`src/rtl/ctr_mirror_pkg.sv`:
```
package ctr_mirror_pkg;

   typedef enum logic [1:0] {
      SC_IDLE  = 2'd0,
      SC_READ  = 2'd1,
      SC_DRAIN = 2'd2
   } scan_state_e;

   // index width that is never zero
   function automatic int unsigned idx_bits(input int unsigned n);
      return (n < 2) ? 1 : $clog2(n);
   endfunction

endpackage

```
`src/rtl/mirror_credit.sv`:
```
module mirror_credit #(
   parameter int unsigned OPS_PER_BURST = 7
) (
   input  logic clk,
   input  logic rst_n,
   input  logic op_done,
   input  logic take,
   output logic eligible
);

   generate
      if (OPS_PER_BURST == 0) begin : g_free
         logic unused_in;
         assign unused_in = op_done ^ take ^ clk ^ rst_n;
         assign eligible  = 1'b1;
      end else begin : g_count
         localparam int unsigned CW = $clog2(OPS_PER_BURST + 1);
         logic [CW-1:0] cnt_q;

         always_ff @(posedge clk) begin
            if (!rst_n) begin
               cnt_q <= '0;
            end else if (take) begin
               cnt_q <= CW'(op_done);
            end else if (op_done && (cnt_q != CW'(OPS_PER_BURST))) begin
               cnt_q <= cnt_q + 1'b1;
            end
         end

         assign eligible = (cnt_q == CW'(OPS_PER_BURST));
      end
   endgenerate

endmodule

```
`src/rtl/mirror_walker.sv`:
```
module mirror_walker
   import ctr_mirror_pkg::*;
#(
   parameter int unsigned WORD_W    = 32,
   parameter int unsigned MEM_AW    = 10,
   parameter int unsigned EXT_AW    = 32,
   parameter int unsigned BURST_LEN = 8,
   parameter int unsigned R0_START  = 0,
   parameter int unsigned R0_WORDS  = 64,
   parameter int unsigned R1_START  = 128,
   parameter int unsigned R1_WORDS  = 512,
   parameter logic [EXT_AW-1:0] GLB_BASE  = '0,
   parameter logic [EXT_AW-1:0] STAT_BASE = '0
) (
   input  logic              clk,
   input  logic              rst_n,
   input  logic              advance,
   output logic [MEM_AW-1:0] word_base,
   output logic [EXT_AW-1:0] ext_addr,
   output logic              pass_done
);

   localparam int unsigned R0_BURSTS   = R0_WORDS / BURST_LEN;
   localparam int unsigned R1_BURSTS   = R1_WORDS / BURST_LEN;
   localparam int unsigned MAX_BURSTS  = (R0_BURSTS > R1_BURSTS) ? R0_BURSTS : R1_BURSTS;
   localparam int unsigned IDX_W       = idx_bits(MAX_BURSTS);
   localparam int unsigned BURST_BYTES = BURST_LEN * (WORD_W / 8);

   logic             second_q;
   logic [IDX_W-1:0] idx_q;
   logic             at_end;

   assign at_end = second_q ? (idx_q == IDX_W'(R1_BURSTS - 1))
                            : (idx_q == IDX_W'(R0_BURSTS - 1));

   always_ff @(posedge clk) begin
      if (!rst_n) begin
         second_q  <= 1'b0;
         idx_q     <= '0;
         pass_done <= 1'b0;
      end else begin
         pass_done <= advance && second_q && at_end;
         if (advance) begin
            if (at_end) begin
               second_q <= ~second_q;
               idx_q    <= '0;
            end else begin
               idx_q <= idx_q + 1'b1;
            end
         end
      end
   end

   assign word_base = (second_q ? MEM_AW'(R1_START) : MEM_AW'(R0_START))
                    + MEM_AW'(idx_q) * MEM_AW'(BURST_LEN);
   assign ext_addr  = (second_q ? STAT_BASE : GLB_BASE)
                    + EXT_AW'(idx_q) * EXT_AW'(BURST_BYTES);

endmodule

```
`src/rtl/mirror_snap_buf.sv`:
```
module mirror_snap_buf
   import ctr_mirror_pkg::*;
#(
   parameter int unsigned WORD_W    = 32,
   parameter int unsigned BURST_LEN = 8,
   localparam int unsigned BI_W     = idx_bits(BURST_LEN)
) (
   input  logic              clk,
   input  logic              cap_en,
   input  logic [BI_W-1:0]   cap_idx,
   input  logic [WORD_W-1:0] cap_data,
   input  logic [BI_W-1:0]   rd_idx,
   output logic [WORD_W-1:0] rd_data
);

   logic [WORD_W-1:0] slots [BURST_LEN];

   generate
      for (genvar i = 0; i < BURST_LEN; i++) begin : g_slot
         logic [WORD_W-1:0] slot_q;
         always_ff @(posedge clk) begin
            if (cap_en && (cap_idx == BI_W'(i))) begin
               slot_q <= cap_data;
            end
         end
         assign slots[i] = slot_q;
      end
   endgenerate

   assign rd_data = slots[rd_idx];

endmodule

```
`src/rtl/ctr_mirror_scan.sv`:
```
module ctr_mirror_scan
   import ctr_mirror_pkg::*;
#(
   parameter int unsigned WORD_W        = 32,
   parameter int unsigned MEM_AW        = 10,
   parameter int unsigned EXT_AW        = 32,
   parameter int unsigned BURST_LEN     = 8,
   parameter int unsigned R0_START      = 0,
   parameter int unsigned R0_WORDS      = 64,
   parameter int unsigned R1_START      = 128,
   parameter int unsigned R1_WORDS      = 512,
   parameter int unsigned OPS_PER_BURST = 7,
   parameter logic [EXT_AW-1:0] GLB_BASE  = EXT_AW'(32'h0000_0000),
   parameter logic [EXT_AW-1:0] STAT_BASE = EXT_AW'(32'h0001_0000)
) (
   input  logic              clk,
   input  logic              rst_n,
   input  logic              op_done,
   output logic              mem_hold,
   output logic              mem_rd_en,
   output logic [MEM_AW-1:0] mem_rd_addr,
   input  logic [WORD_W-1:0] mem_rd_data,
   output logic              wb_valid,
   input  logic              wb_ready,
   output logic [EXT_AW-1:0] wb_addr,
   output logic [WORD_W-1:0] wb_data,
   output logic              wb_last,
   output logic              pass_done
);

   localparam int unsigned BI_W = idx_bits(BURST_LEN);
   localparam logic [BI_W-1:0] LAST_IDX = BI_W'(BURST_LEN - 1);

   generate
      if (BURST_LEN < 2 || (BURST_LEN & (BURST_LEN - 1)) != 0) begin : g_bad_len
         $error("BURST_LEN must be a power of two of at least 2");
      end
      if ((R0_WORDS % BURST_LEN) != 0 || (R1_WORDS % BURST_LEN) != 0
          || R0_WORDS == 0 || R1_WORDS == 0) begin : g_bad_win
         $error("window sizes must be nonzero multiples of BURST_LEN");
      end
      if ((R0_START + R0_WORDS) > (2 ** MEM_AW) || (R1_START + R1_WORDS) > (2 ** MEM_AW)) begin : g_bad_aw
         $error("windows do not fit the MEM_AW address space");
      end
      if ((WORD_W % 8) != 0) begin : g_bad_w
         $error("WORD_W must be a whole number of bytes");
      end
   endgenerate

   scan_state_e     state_q;
   logic [BI_W-1:0] rd_cnt_q;
   logic [BI_W-1:0] beat_q;
   logic            cap_v_q;
   logic [BI_W-1:0] cap_idx_q;
   logic            eligible;
   logic            grant;
   logic            advance;
   logic [MEM_AW-1:0] word_base;

   assign grant   = (state_q == SC_IDLE) && eligible;
   assign advance = wb_valid && wb_ready && wb_last;

   mirror_credit #(.OPS_PER_BURST(OPS_PER_BURST)) u_credit (
      .clk      (clk),
      .rst_n    (rst_n),
      .op_done  (op_done),
      .take     (grant),
      .eligible (eligible)
   );

   mirror_walker #(
      .WORD_W    (WORD_W),
      .MEM_AW    (MEM_AW),
      .EXT_AW    (EXT_AW),
      .BURST_LEN (BURST_LEN),
      .R0_START  (R0_START),
      .R0_WORDS  (R0_WORDS),
      .R1_START  (R1_START),
      .R1_WORDS  (R1_WORDS),
      .GLB_BASE  (GLB_BASE),
      .STAT_BASE (STAT_BASE)
   ) u_walker (
      .clk       (clk),
      .rst_n     (rst_n),
      .advance   (advance),
      .word_base (word_base),
      .ext_addr  (wb_addr),
      .pass_done (pass_done)
   );

   mirror_snap_buf #(.WORD_W(WORD_W), .BURST_LEN(BURST_LEN)) u_buf (
      .clk      (clk),
      .cap_en   (cap_v_q),
      .cap_idx  (cap_idx_q),
      .cap_data (mem_rd_data),
      .rd_idx   (beat_q),
      .rd_data  (wb_data)
   );

   always_ff @(posedge clk) begin
      if (!rst_n) begin
         state_q   <= SC_IDLE;
         rd_cnt_q  <= '0;
         beat_q    <= '0;
         cap_v_q   <= 1'b0;
         cap_idx_q <= '0;
      end else begin
         cap_v_q   <= (state_q == SC_READ);
         cap_idx_q <= rd_cnt_q;
         unique case (state_q)
            SC_IDLE: begin
               if (grant) begin
                  state_q  <= SC_READ;
                  rd_cnt_q <= '0;
               end
            end
            SC_READ: begin
               rd_cnt_q <= rd_cnt_q + 1'b1;
               if (rd_cnt_q == LAST_IDX) begin
                  state_q <= SC_DRAIN;
                  beat_q  <= '0;
               end
            end
            SC_DRAIN: begin
               if (wb_ready) begin
                  beat_q <= beat_q + 1'b1;
                  if (beat_q == LAST_IDX) begin
                     state_q <= SC_IDLE;
                  end
               end
            end
            default: state_q <= SC_IDLE;
         endcase
      end
   end

   assign mem_hold    = (state_q == SC_READ);
   assign mem_rd_en   = (state_q == SC_READ);
   assign mem_rd_addr = word_base + MEM_AW'(rd_cnt_q);
   assign wb_valid    = (state_q == SC_DRAIN);
   assign wb_last     = (state_q == SC_DRAIN) && (beat_q == LAST_IDX);

endmodule

```
`config.mk`:
```
export PLATFORM = sky130hd
export DESIGN_NAME = ctr_mirror_scan
export DESIGN_NICKNAME = d
export VERILOG_FILES = /design/src/rtl/ctr_mirror_pkg.sv /design/src/rtl/mirror_credit.sv /design/src/rtl/mirror_walker.sv /design/src/rtl/mirror_snap_buf.sv /design/src/rtl/ctr_mirror_scan.sv
export SDC_FILE = /design/constraint.sdc
export NUM_CORES = 1
export LEC_CHECK = 0
export ABC_CLOCK_PERIOD_IN_PS = 3570
export BUFFER_PORTS_ARGS = -buffer_cell sky130_fd_sc_hd__buf_2
export CAP_MARGIN = 20
export CORE_MARGIN = 2
export CORE_UTILIZATION = 46
export DETAILED_ROUTE_END_ITERATION = 10
export HOLD_SLACK_MARGIN = 0.12
export PLACE_DENSITY = 0.64
export SLEW_MARGIN = 20
export SYNTH_ARGS = -nofsm -noshare
export SYNTH_HDL_FRONTEND = slang
export SYNTH_SLANG_ARGS = --single-unit
export TNS_END_PERCENT = 20
```
`constraint.sdc`:
```
create_clock -name clk -period 3.57 [get_ports clk]
set_input_delay 0.357 -clock clk [delete_from_list [all_inputs] [get_ports clk]]
set_output_delay 0.357 -clock clk [all_outputs]
set_load 0.1 [all_outputs]
```
== After elaboration in Yosys (flattened, before gate mapping) ==
Cells that the tools add are included.
Cells by class
  add/subtract/negate cells: 7
  magnitude comparators: 1
  eq/ne operators: 19
  muxes and demuxes: 19
  bitwise logic cells: 3
  reductions and logical operators: 25
Operators with widths (count)
  $bmux 32 s3: 1
  $mux 32: 2
  $add 32x11->32: 1
  $eq 3x3->1 const B: 7
  $mux 17: 1
  $logic_and 1x1->1: 15
  $pmux 3 s2: 2
  $add 10x3->10: 1
  $add 10x9->10: 1
  $add 3x1->3 const B: 3
  $mux 3: 3
  $mux 2: 4
  $mux 8: 1
  $add 6x1->6 const B: 1
  $eq 3x2->1 const B: 2
  $eq 6x3->1 const B: 1
  $eq 6x6->1 const B: 1
  $mux 6: 1
  $ne 2x1->1 const B: 3
  $pmux 2 s3: 1
  $reduce_bool 2->1: 3
  $ge 4x4->1 const B: 1
  $not 3->4: 1
  $reduce_and 2->1: 2
  12 further kinds: 15
Word-level totals
  register bits: 279
  input bits: 36
  output and inout bits: 79
  logic and storage cells: 92

== Depth between registers and ports, before layout ==
Gate-level depths: netlist of the first run.
  depth after elaboration: 5
  depth in mapped cells: 6
  depth with buffers taken out: 5

== Cells and area by module ==
Synthesis of the first run repeated with hierarchy kept, for this count alone.
Second synthesis, totals
  cells, all modules: 557
  area total of the unflattened synthesis: 11370.9 sq um
By module, submodules not included
  mirror_snap_buf: times used 1, cells each 383, area each 9825.7 sq um, seq. area each 7687.4 sq um
  ctr_mirror_scan: times used 1, cells each 85, area each 734.5 sq um, seq. area each 240.2 sq um
  mirror_walker: times used 1, cells each 74, area each 653.1 sq um, seq. area each 160.2 sq um
  mirror_credit: times used 1, cells each 15, area each 157.7 sq um, seq. area each 60.1 sq um

== Least setup slack after synthesis of the first run ==
OpenSTA, ideal clock, no wires.
  path type: flip-flop to output port
  from: reg state_q[1]
  to: out wb_last
  data arrival time: 2883 ps
  data required time: 3213 ps
  slack: 330 ps
  cell stages (with the launch flop): 4
  buffers on the path: 1
  path through: dfxtp_1 -> clkbuf_1 -> nor2b_1 -> and2_1
On the way
  word-level cells in the longest chain between the ends: 2
RTL lines
  start, declared: RTL line ctr_mirror_scan.sv:50  | scan_state_e state_q;
  start signal, assigned: RTL line ctr_mirror_scan.sv:102  | state_q <= SC_IDLE;
  start signal, assigned: RTL line ctr_mirror_scan.sv:113  | state_q <= SC_READ;
  start signal, assigned: RTL line ctr_mirror_scan.sv:120  | state_q <= SC_DRAIN;
  $eq 2x2->1
  via wb_valid: RTL line ctr_mirror_scan.sv:23  | output logic wb_valid,
  $logic_and 1x1->1: RTL line ctr_mirror_scan.sv:141  | assign wb_last = (state_q == SC_DRAIN) && (beat_q == LAST_IDX);
  end, declared: RTL line ctr_mirror_scan.sv:27  | output logic wb_last,
The timed path passes the listed nets, and every way through them passes these cells.

== Worst setup path after layout of the first run ==
  from: reg beat_q[1]
  to: out wb_data[25]
On the way
  word-level cells in the longest chain between the ends: 4
RTL lines
  start, declared: RTL line ctr_mirror_scan.sv:52  | logic [BI_W-1:0] beat_q;
  start signal, assigned: RTL line ctr_mirror_scan.sv:126  | beat_q <= beat_q + 1'b1;
  $not 3->4 (implied by the code): RTL line mirror_snap_buf.sv:30  | assign rd_data = slots[rd_idx];
  $bmux 32 s3: RTL line mirror_snap_buf.sv:30
  $mux 32 (implied by the code) (2 in a row): RTL line mirror_snap_buf.sv:30
  end, declared: RTL line ctr_mirror_scan.sv:26  | output logic [WORD_W-1:0] wb_data,
No other way between the ends. The select of a mux whose other input is x is not followed.

==> flow_summary_export.csv, run 1 <==
group,metric,value,unit
outcome,outcome,"finished, final reports clean",
cts,clkSinkCount,279,
layout,multi_input_area,0.00258,mm²
synthesis,avgSynthCellArea,20.8,µm²
die,start_util,0.468,
synthesis,ys_ff_latch,279,
route,firstDrtPassIters,5,
setup_path,end_kind,"output pin",
route,drt-initial-drc-count,278,
global_route,grt_max_degree,51,
layout,drive_above_1_share,0.371,
route,vias_per_cell,5.29,
route,drcViolationCount,0,
setup_path,cp-start-kind,"flop",
global_route,grt_pass1_vias,5756,
route,routed_wl,21000,µm
die,core-area,0.0234,mm²
die,die_y,158,µm
sta,finClkSkew,0.00774,ns
sta,grt_setup_unrepaired,"no",
sta,timing.final.crit_share,0.859,
setup_path,reg2reg_to,"u_walker.second_q$_SDFFE_PN0P_",
sta,max_freq,326,MHz
synthesis,synth_top_area_share,0.702,
layout,area_growth,17.8,%
synthesis,synth-simple-area-share,0.0288,
sta,fin_crit,3.07,ns
synthesis,postSynthCellCount,526,
layout,register_area,0.00816,mm²
die,die_w,158,µm
sta,maxSlewHeadroom,0.494,
cts,post_cts_buffers,0,
route,routedWlPerCell,21.0,µm
cts,worstSkewPairLatency,0.53,ns
sta,setup_viol,0,
setup_path,worstPathMaxFanout,50,
layout,diodes,0,
power_and_ir_drop,p_leak,4.26,nW
placement,portBuffers,89,
cts,cts_made_buffers,29,
setup_path,crit_type,"flop to output pin",
global_route,grt-ovfl-total,0,
setup_path,r2r_slack,0.95,ns
synthesis,synth_top_family_by_area,"multiplexers",
cts,clockBufferDepth,3,
setup_path,r2r-start,"beat_q[0]$_SDFFE_PN0P_",
sta,drv_slew,0,
placement,gp_congestion,0.767,
cts,cts_htree_levels,1,
synthesis,synthAdderAreaFrac,0.0103,
die,die_area,0.0251,mm²
power_and_ir_drop,irDropWorstVdd,0.307,mV
cts,cts_tree,"yes",
global_route,grt_util_all_layers,0.171,
sta,fin_tns_setup,0,ns
layout,fillCellCount,1841,
global_route,grt_pass1_wl,32400,µm
placement,dpl_cell_area,0.0117,mm²
job,max-cap-violations,0,
synthesis,synth_mux_area_frac,0.168,
setup_path,required,3.21,ns
cts,clk_pin_slew,0.06,ns
global_route,antenna_found_initial,0,
placement,dp_hpwl,12200,µm
synthesis,synth-compound-area-share,0.0141,
min_path,holdCritStartpoint,"rst_n",
setup_path,worst-r2r-cell-count,5,
synthesis,synth.area.top_cells,"edfxtp_1 (70%), mux4_2 (13%), dfxtp_1 (4.2%), mux2_2 (3.3%), buf_4 (2.2%)",
synthesis,synth_xor_area_frac,0.000800,
min_path,min_path_type,"input pin to flop",
layout,nets,708,
min_path,holdPathEnd,"cap_idx_q[1]$_SDFF_PN0_",
synthesis,syn_area,0.0109,mm²
route,vias,5300,
layout,finish.utilization,0.551,
sta,hold_viol_final,0,
setup_path,arrival,2.71,ns
die,num_rows,56,
sta,worst_pin_slew,0.759,ns
layout,design_area,0.0129,mm²
min_path,min_path_cells,2,
synthesis,synth_warnings,0,
synthesis,ys_types,34,
power_and_ir_drop,power_density,505,mW/mm²
cts,cts_root_buf,"clkbuf_16",
synthesis,synth_seq_area_share,0.744,
route,ant_nets,0,
die,pin_count,115,
synthesis,synth_top_area_cell,"edfxtp_1",
-- kinds of logic after synthesis --
family,count (synthesis)
flops,279
mux,100
simple gates,58
buf+inv,56
compound gates,22
fa+ha+maj,9
other cells,1
xor+xnor,1
-- stage by stage --
stage               hold WS (ns)  power (W)  worst slack, ns  std cells
floorplan                  0.456    0.00378            0.330        550
global placement           0.482    0.00380             1.03        918
detailed placement         0.493    0.00381            0.929        918
CTS                        0.126    0.00657            0.416       1001
global route               0.146    0.00669            0.326       1001
finish                     0.138    0.00651            0.503       1001
-- state kept, by name, indices dropped and copies added, names as in the netlist, 2 cells and up --
register	flops
u_buf.g_slot.slot_q	256
rd_cnt_q	3
state_q	2
u_walker.idx_q	6
u_credit.g_count.cnt_q	3
cap_idx_q	3
beat_q	3
-- placed cells by master, fill, tap and decap left out, types with 3 or more instances in the layout --
cell             n
a2111oi_0        3
a211oi_1         3
a21oi_1          9
and2_1           4
buf_2           89
buf_4           12
clkbuf_1         6
clkbuf_16       29
clkinv_1         4
clkinv_2         7
conb_1          25
dfxtp_1         20
dlygate4sd3_1   33
edfxtp_1       256
ha_1             9
inv_1            3
mux2_2          32
mux2i_1          4
mux4_2          64
nand2_1         10
nand2b_1         6
nand3_1          8
nand3b_1         3
nand4b_1         3
nor2_1           5
nor2_4           6
o21ai_0          5
or3_1            3
-- power breakdown --
| group | switching [W] | internal, W | total (W) |
|---|---|---|---|
| clock | 0.00115 | 0.00159 | 0.00274 |
| sequential | 0.00000136 | 0.00356 | 0.00356 |
| combinational | 0.000167 | 0.0000413 | 0.000208 |
-- Yosys cell counts --
cell type / count
a2111oi_0: 3
a2111oi_4: 1
a211oi_1: 3
a21oi_1: 9
and2_1: 4
buf_1: 4
buf_2: 4
buf_4: 32
buf_6: 4
clkbuf_1: 9
conb_1: 1
dfxtp_1: 23
edfxtp_1: 256
ha_1: 9
inv_1: 3
mux2_2: 32
mux2i_1: 4
mux4_2: 64
nand2_1: 10
nand2b_1: 6
nand3_1: 8
nand3b_1: 3
nand4b_1: 3
nor2_1: 11
nor2b_1: 2
nor3_1: 4
o21ai_0: 5
o31ai_1: 1
or2_2: 1
or3_1: 3
or3_4: 1
or3b_2: 1
or4_1: 1
xor2_1: 1
-- how the worst max path moves through the flow --
stage | from | to | slack [ns] | cells after the start
after floorplan | state_q[1]$_SDFFE_PN0P_ | wb_last | 0.33 | 3
after global placement | beat_q[0]$_SDFFE_PN0P_ | wb_data[13] | 1.03 | 4
after detailed placement | beat_q[0]$_SDFFE_PN0P_ | u_walker.second_q$_SDFFE_PN0P_ | 0.93 | 5
after CTS | beat_q[0]$_SDFFE_PN0P_ | wb_data[15] | 0.42 | 4
after global routing | beat_q[0]$_SDFFE_PN0P_ | wb_data[15] | 0.33 | 4
final | beat_q[1]$_SDFFE_PN0P_ | wb_data[25] | 0.50 | 4
-- critical path: stages (launching register included) --
cell,delay [ns]
dfxtp_4,0.49
buf_4,0.65
mux4_2,0.42
mux2_2,0.29
buf_2,0.29
-- metal layers --
metal  GRT usage  wire, µm  vias to the layer above
met1       0.225      8890                     2786
met3      0.0272      1040                       26
li1            -         -                     2366
met5           0         0                        -
met4      0.0399       321                        0
met2       0.303     10800                      122
-- cell type report --
type                    count  share of cell area
inverters                   3            0.000873
repair buffers            135              0.0687
multi-input cells         215               0.200
flip-flops and latches    279               0.632
clock inverters            13             0.00679
well taps                 319              0.0309
clock buffers              37              0.0601
-- timing repair --
item	4_1_cts	5_1_grt
setup endpoints to repair	0	0
gates resized for setup	0	0
hold endpoints to repair	257	0
hold buffers	33	0
Note: power is estimated with default switching activity, not from simulation.
==> run 2: changes to the inputs <==
--- a/config.mk
+++ b/config.mk
@@ -5,11 +5,12 @@
 export SDC_FILE = /design/constraint.sdc
 export NUM_CORES = 1
 export LEC_CHECK = 0
-export ABC_CLOCK_PERIOD_IN_PS = 3570
+export ABC_CLOCK_PERIOD_IN_PS = 2900
 export BUFFER_PORTS_ARGS = -buffer_cell sky130_fd_sc_hd__buf_2
 export CAP_MARGIN = 20
 export CORE_MARGIN = 2
 export CORE_UTILIZATION = 46
+export CTS_BUF_LIST = sky130_fd_sc_hd__clkbuf_4
 export DETAILED_ROUTE_END_ITERATION = 10
 export HOLD_SLACK_MARGIN = 0.12
 export PLACE_DENSITY = 0.64
==> constraint.sdc (replaced) <==
create_clock -name clk -period 2.9 [get_ports clk]
set_input_delay 0.29 -clock clk [delete_from_list [all_inputs] [get_ports clk]]
set_output_delay 0.29 -clock clk [all_outputs]
set_load 0.1 [all_outputs]
==> run 2 against run 1 <==
  * Global-route usage grew 0.33 points
  * Non-clock buffer count grew 4
  * Count of clock-buffer cells in the layout grew 60
  * Combinational power grew 24%
  * Sequential share of layout area shrank 0.068 points
==> flow_summary_export.csv, run 2 (same netlist as run 1, synthesis figures left out) <==
group,metric,value,unit
setup_path,worst-r2r-cell-count,5,
global_route,grt_util_all_layers,0.175,
setup_path,crit_type,"flop to output pin",
layout,area_growth,17.9,%
global_route,antenna_found_initial,1,
sta,max_freq,363,MHz
die,pin_count,115,
layout,largest_reg_flops,256,
sta,finClkSkew,0.0319,ns
global_route,busiest_layer,"met2",
setup_path,critPathCapture,"wb_data[1]",
layout,reg_top3,"u_buf.g_slot.slot_q (256), u_walker.idx_q (6)",
layout,final_cell_mix,"edfxtp_1 (256), clkbuf_4 (97), buf_2 (89), mux4_2 (64), dlygate4sd3_1 (35)",
sta,timing.final.crit_share,0.951,
die,start_util,0.468,
placement,portBuffers,89,
setup_path,arrival,2.47,ns
route,firstDrtPassIters,4,
die,die_y,158,µm
placement,dp_hpwl,11200,µm
route,vias_per_cell,5.15,
layout,design_area,0.0129,mm²
die,die_area,0.0251,mm²
cts,cts_root_buf,"clkbuf_4",
cts,clockBufferDepth,3,
sta,worst_pin_slew,0.603,ns
setup_path,end_kind,"output pin",
global_route,use_met2,0.287,
cts,cts_made_buffers,70,
die,core-area,0.0234,mm²
global_route,grt_max_degree,66,
layout,largest_register,"u_buf.g_slot.slot_q",
setup_path,slowest_delay,0.53,ns
layout,drive_above_1_share,0.422,
die,num_rows,56,
sta,maxSlewHeadroom,0.598,
layout,nets,753,
placement,dpl_cell_area,0.0117,mm²
die,die_w,158,µm
sta,hold_viol_final,0,
route,vias,5528,
route,drcViolationCount,0,
power_and_ir_drop,clockPowerShare,0.390,
min_path,min_path_type,"input pin to flop",
route,ant_nets,0,
setup_path,crit_path_cell_trace,"buf_4 -> mux4_2 -> mux2_2 -> buf_2",
global_route,grt_pass1_wl,32300,µm
layout,fillCellCount,1872,
outcome,outcome,"finished, final reports clean",
global_route,grt_pass1_vias,5980,
cts,cts_tree,"yes",
sta,grt_setup_unrepaired,"no",
layout,final_common_cell,"edfxtp_1",
power_and_ir_drop,p_comb_frac,0.034,
sta,setup_viol,0,
power_and_ir_drop,power_switching,0.00164,W
power_and_ir_drop,p_leak,4.35,nW
setup_path,crit_cells,4,
sta,drv_slew,0,
cts,cts_htree_levels,3,
setup_path,reg2reg_to,"u_walker.second_q$_SDFFE_PN0P_",
setup_path,r2r-start,"beat_q[0]$_SDFFE_PN0P_",
cts,clkSinkCount,279,
cts,worstSkewPairLatency,0.64,ns
setup_path,worstPathMaxFanout,11,
power_and_ir_drop,sw_frac_of_total,0.215,
placement,gp_congestion,0.793,
job,max-cap-violations,0,
route,routed_wl,21000,µm
setup_path,crit_family,"multiplexers",
setup_path,cp-start-kind,"flop",
cts,clk_pin_slew,0.07,ns
setup_path,worst_path_max_delay_cell,"mux4_2",
setup_path,path_buf_inv,2,
power_and_ir_drop,power_density,590,mW/mm²
route,routedWlPerCell,19.6,µm
global_route,grt-ovfl-total,0,
power_and_ir_drop,power.internal,0.00598,W
power_and_ir_drop,sequentialPowerShare,0.576,
power_and_ir_drop,irDropWorstVdd,0.238,mV
setup_path,startpoint,"beat_q[0]$_SDFFE_PN0P_",
global_route,use_met3,0.0438,
setup_path,r2r_slack,0.65,ns
global_route,met1_usage,0.225,
route,drt-initial-drc-count,290,
sta,holdWs,0.443,ns
sta,fin_crit,2.76,ns
setup_path,required,2.61,ns
-- run 2: changes by cell type in the layout (fill, tap and decap cells not counted), moves of 2 or more --
cell / previous run / this run
buf_12: 1 / 3
clkbuf_16: 29 / 0
clkbuf_8: 2 / 0
clkinv_1: 4 / 15
clkbuf_1: 6 / 0
dlygate4sd3_1: 33 / 35
clkinv_2: 7 / 1
inv_2: 0 / 4
clkbuf_4: 0 / 97
-- run 2: layout make-up --
| cell class | count | area (µm²) | share of cell area |
|---|---|---|---|
| tap | 319 | 399 | 0.0309 |
| antenna | 1 | 2.50 | 0.000194 |
| timing repair buffer | 139 | 946 | 0.0733 |
| sequential | 279 | 8150 | 0.632 |
| clock inverter | 20 | 76.3 | 0.00591 |
| multi-input combinational | 215 | 2590 | 0.201 |
| inverter | 3 | 11.3 | 0.000872 |
| clock buffer | 97 | 728 | 0.0564 |
-- run 2: timing repair --
item,in CTS,in global routing
hold endpoints to repair,267,0
endpoints found under the setup margin,25,0
gates resized for setup,0,0
hold buffers,35,0
buffers inserted,2,0
-- run 2: stage by stage --
stage | setup WS [ns] | utilization | std cells | setup TNS (ns) | power, W
detailed placement | 0.388 | 0.501 | 918 | 0 | 0.00469
global placement | 0.566 | 0.501 | 918 | 0 | 0.00468
global route | 0.0121 | 0.552 | 1073 | 0 | 0.00793
finish | 0.142 | 0.552 | 1073 | 0 | 0.00761
CTS | 0.0609 | 0.551 | 1072 | 0 | 0.00771
floorplan | -0.171 | - | 550 | -5.48 | 0.00465
-- run 2: how the worst min path moves through the flow --
| stage | from | endpoint | slack, ns | cells after the start |
|---|---|---|---|---|
| after floorplan | mem_rd_data[0] | u_buf.g_slot[0].slot_q[0]$_DFFE_PP_ | 0.39 | 0 |
| after global placement | u_credit.g_count.cnt_q[1]$_SDFFE_PP0P_ | u_credit.g_count.cnt_q[1]$_SDFFE_PP0P_ | 0.48 | 2 |
| after detailed placement | u_credit.g_count.cnt_q[2]$_SDFFE_PP0P_ | u_credit.g_count.cnt_q[2]$_SDFFE_PP0P_ | 0.51 | 2 |
| after CTS | mem_rd_data[11] | u_buf.g_slot[1].slot_q[11]$_DFFE_PP_ | 0.40 | 2 |
| after global routing | mem_rd_data[11] | u_buf.g_slot[1].slot_q[11]$_DFFE_PP_ | 0.44 | 2 |
| final | mem_rd_data[11] | u_buf.g_slot[1].slot_q[11]$_DFFE_PP_ | 0.44 | 2 |
-- run 2: per-layer routing --
| metal | share of wire | up-vias |
|---|---|---|
| met5 | 0 | - |
| met1 | 0.42 | 2833 |
| met2 | 0.50 | 164 |
| met3 | 0.056 | 30 |
| met4 | 0.018 | 0 |
| li1 | - | 2501 |
-- run 2: power by group through the flow --
stage          registers, W  clock network, W  logic [W]
2_1_floorplan       0.00448                 0   0.000177
5_1_grt             0.00438           0.00327   0.000273
6_report            0.00439           0.00297   0.000258
3_3_place_gp        0.00447                 0   0.000209
4_1_cts             0.00439           0.00307   0.000257
3_5_place_dp        0.00447                 0   0.000218
==> run 3: changes to the inputs <==
--- a/config.mk
+++ b/config.mk
@@ -5,15 +5,18 @@
 export SDC_FILE = /design/constraint.sdc
 export NUM_CORES = 1
 export LEC_CHECK = 0
+export ABC_AREA = 1
 export ABC_CLOCK_PERIOD_IN_PS = 2900
 export BUFFER_PORTS_ARGS = -buffer_cell sky130_fd_sc_hd__buf_2
 export CAP_MARGIN = 20
+export CELL_PAD_IN_SITES_DETAIL_PLACEMENT = 1
+export CELL_PAD_IN_SITES_GLOBAL_PLACEMENT = 2
 export CORE_MARGIN = 2
-export CORE_UTILIZATION = 46
+export CORE_UTILIZATION = 42
 export CTS_BUF_LIST = sky130_fd_sc_hd__clkbuf_4
 export DETAILED_ROUTE_END_ITERATION = 10
 export HOLD_SLACK_MARGIN = 0.12
-export PLACE_DENSITY = 0.64
+export PLACE_DENSITY = 0.81
 export SLEW_MARGIN = 20
 export SYNTH_ARGS = -nofsm -noshare
 export SYNTH_HDL_FRONTEND = slang
==> run 3 against run 2 <==
  * The flow now finishes with violations (DRC)
  * Hold slack worse by 0.020 ns
  * Combinational power is 2% higher
  * Sequential power hardly changed
  * Critical path depth is 3 higher
  * Core utilization is 3.9 points lower
  * Critical path type unchanged
  * Largest cell class unchanged
  * Highest routed layer unchanged
==> flow_summary_export.csv, run 3 <==
group,metric,value,unit
layout,nets,1119,
setup_path,worst-r2r-cell-count,8,
global_route,antenna_found_initial,1,
sta,max_freq,373,MHz
synthesis,synth_edf_count,256,
layout,design_area,0.0134,mm²
cts,clkSinkCount,279,
global_route,grt_pass1_vias,8074,
route,vias_per_cell,5.17,
route,drcViolationCount,9,
die,pin_count,115,
setup_path,crit_path_cell_trace,"inv_2 -> buf_4 -> o21ai_1 -> o22ai_1 -> nand2_1 -> nand2_1 -> buf_2",
layout,final_cell_mix,"edfxtp_1 (256), nor2_1 (143), nand2_1 (131), clkbuf_4 (107), o21ai_0 (84)",
global_route,grt_max_degree,44,
cts,clk_pin_slew,0.07,ns
route,routed_wl,27600,µm
synthesis,yosysMostFrequentCell,"edfxtp_1",
sta,hold_viol_final,0,
layout,drive_above_1_share,0.223,
cts,cts_htree_levels,3,
synthesis,synth_warnings,0,
sta,worst_pin_slew,0.597,ns
layout,largest_reg_flops,256,
placement,gp_congestion,0.719,
cts,clockBufferDepth,3,
setup_path,reg2reg_to,"u_walker.idx_q[5]$_SDFFE_PN0N_",
route,ant_nets,0,
layout,fillCellCount,2781,
layout,area_growth,19.3,%
power_and_ir_drop,power_density,607,mW/mm²
die,num_rows,59,
die,die_w,167,µm
cts,worstSkewPairLatency,0.67,ns
placement,dpl_worst_slack,0.560,ns
setup_path,critPathMostFrequentCell,"nand2_1",
layout,largest_register,"u_buf.g_slot.slot_q",
setup_path,cp-start-kind,"flop",
synthesis,synth_top_area_share,0.685,
setup_path,arrival,2.39,ns
global_route,grt-ovfl-total,0,
setup_path,worst_path_max_delay_cell,"dfxtp_4",
job,max-cap-violations,0,
route,vias,7573,
synthesis,async_reset_ff_frac,0,
setup_path,worstPathMaxFanout,36,
synthesis,ys_types,30,
setup_path,end_kind,"output pin",
layout,finish.utilization,0.512,
synthesis,syn_area,0.0112,mm²
setup_path,r2r_slack,0.81,ns
setup_path,required,2.61,ns
synthesis,postSynthCellCount,906,
cts,cts_root_buf,"clkbuf_4",
global_route,grt_pass1_wl,43000,µm
synthesis,synth.area.top_cells,"edfxtp_1 (69%), nor2_1 (5.1%), nand2_1 (4.4%), dfxtp_1 (4.1%), o21ai_0 (3.7%)",
sta,fin_crit,2.68,ns
sta,grt_setup_unrepaired,"no",
global_route,grt_util_all_layers,0.198,
synthesis,synth_common_cells,"edfxtp_1 (256), nor2_1 (151), nand2_1 (131), o21ai_0 (84), o22ai_1 (64)",
cts,cts_tree,"yes",
min_path,min_path_cells,2,
route,drt-initial-drc-count,437,
setup_path,crit_type,"flop to output pin",
cts,cts_made_buffers,73,
placement,dpl_cell_area,0.0119,mm²
sta,finClkSkew,0.0357,ns
synthesis,ys.flop_type,"edfxtp_1",
min_path,min_path_type,"input pin to flop",
outcome,violations,"DRC",
die,die_y,167,µm
synthesis,ys_ff_latch,279,
placement,dp_hpwl,15400,µm
route,routedWlPerCell,18.8,µm
power_and_ir_drop,irDropWorstVdd,0.231,mV
sta,setup_viol,0,
sta,timing.final.crit_share,0.926,
layout,reg_top3,"u_buf.g_slot.slot_q (256), u_walker.idx_q (6)",
power_and_ir_drop,p_leak,5.01,nW
setup_path,slowest_delay,0.43,ns
power_and_ir_drop,p_total,0.00813,W
layout,final_common_cell,"edfxtp_1",
setup_path,r2r-start,"beat_q[0]$_SDFFE_PN0P_",
sta,finalWorstSetupSlack,0.216,ns
synthesis,synth_seq_area_share,0.726,
synthesis,avgSynthCellArea,12.4,µm²
die,die_area,0.0280,mm²
sta,drv_slew,0,
sta,fin_tns_setup,0,ns
min_path,holdPathEnd,"u_buf.g_slot[1].slot_q[30]$_DFFE_PP_",
sta,maxSlewHeadroom,0.602,
placement,portBuffers,89,
outcome,outcome,"finished with violations",
min_path,holdCritStartpoint,"mem_rd_data[30]",
die,start_util,0.429,
synthesis,synth_top_area_cell,"edfxtp_1",
route,firstDrtPassIters,8,
die,core-area,0.0261,mm²
## run 3: metrics by stage
step / hold WS (ns) / cells
2_1_floorplan: 0.389 / 930
3_3_place_gp: 0.463 / 1296
3_5_place_dp: 0.473 / 1296
4_1_cts: 0.362 / 1462
5_1_grt: 0.408 / 1464
6_report: 0.423 / 1464
## run 3: per-layer routing
layer	track usage	wire length, µm	part of all wire	vias up
met5	0	0	0	-
met4	0.0824	584	0.021	0
met3	0.0409	1430	0.052	48
met2	0.341	13600	0.49	197
met1	0.246	12000	0.43	3750
li1	-	-	-	3578
## run 3: report_power, final
| group | leakage, nW | internal [W] | total, W | switching, W |
|---|---|---|---|---|
| registers | 2.49 | 0.00438 | 0.00438 | 0.00000141 |
| clock network | 0.571 | 0.00193 | 0.00348 | 0.00155 |
| logic | 1.95 | 0.0000537 | 0.000263 | 0.000210 |
## run 3: logic make-up (layout without fill, tap and decap cells)
logic type | after synthesis | count (layout) | synth area share
AND/OR/NAND/NOR | 298 | 298 | 0.103
flip-flops | 279 | 279 | 0.726
AO/OA/AOI/OAI | 213 | 213 | 0.103
buffers and inverters | 105 | 303 | 0.0568
adder cells (fa/ha/maj) | 9 | 9 | 0.0100
other | 1 | 26 | 0.000334
XOR/XNOR | 1 | 1 | 0.000781
## run 3: area by class of cell
cell class	instances	area, µm²	share of cell area
Antenna cell	1	2.50	0.000187
Clock buffer	105	788	0.0589
Clock inverter	24	171	0.0128
Inverter	24	95.1	0.00710
Multi-Input combinational cell	546	2590	0.193
Sequential cell	279	8160	0.609
Tap cell	335	419	0.0313
Timing Repair Buffer	150	1170	0.0876
## run 3: how the worst max path moves through the flow
| stage | start | end | slack, ns | cells after the start |
|---|---|---|---|---|
| after floorplan | u_walker.idx_q[4]$_SDFFE_PN0N_ | u_walker.idx_q[1]$_SDFFE_PN0N_ | 0.45 | 5 |
| after global placement | beat_q[0]$_SDFFE_PN0P_ | wb_data[7] | 0.60 | 7 |
| after detailed placement | beat_q[0]$_SDFFE_PN0P_ | wb_data[7] | 0.56 | 7 |
| after CTS | beat_q[1]$_SDFFE_PN0P_ | wb_data[0] | 0.005 | 6 |
| after global routing | beat_q[0]$_SDFFE_PN0P_ | wb_data[0] | 0.04 | 7 |
| final | beat_q[1]$_SDFFE_PN0P_ | wb_data[13] | 0.22 | 7 |
## run 3: what timing repair did
action,4_1_cts,5_1_grt
pin swaps,0,0
hold buffers,36,0
cloned,0,0
setup buffers,1,1
hold endpoints to repair,279,0
gates resized for setup,29,5
setup endpoints to repair,32,27
## run 3: worst max-delay path: cells and delay by family, from the launching register on
family                 cells  cell delay [ns]
AND/OR/NAND/NOR            2             0.13
AO/OA/AOI/OAI              2             0.30
buffers and inverters      3             0.87
flip-flops                 1             0.43
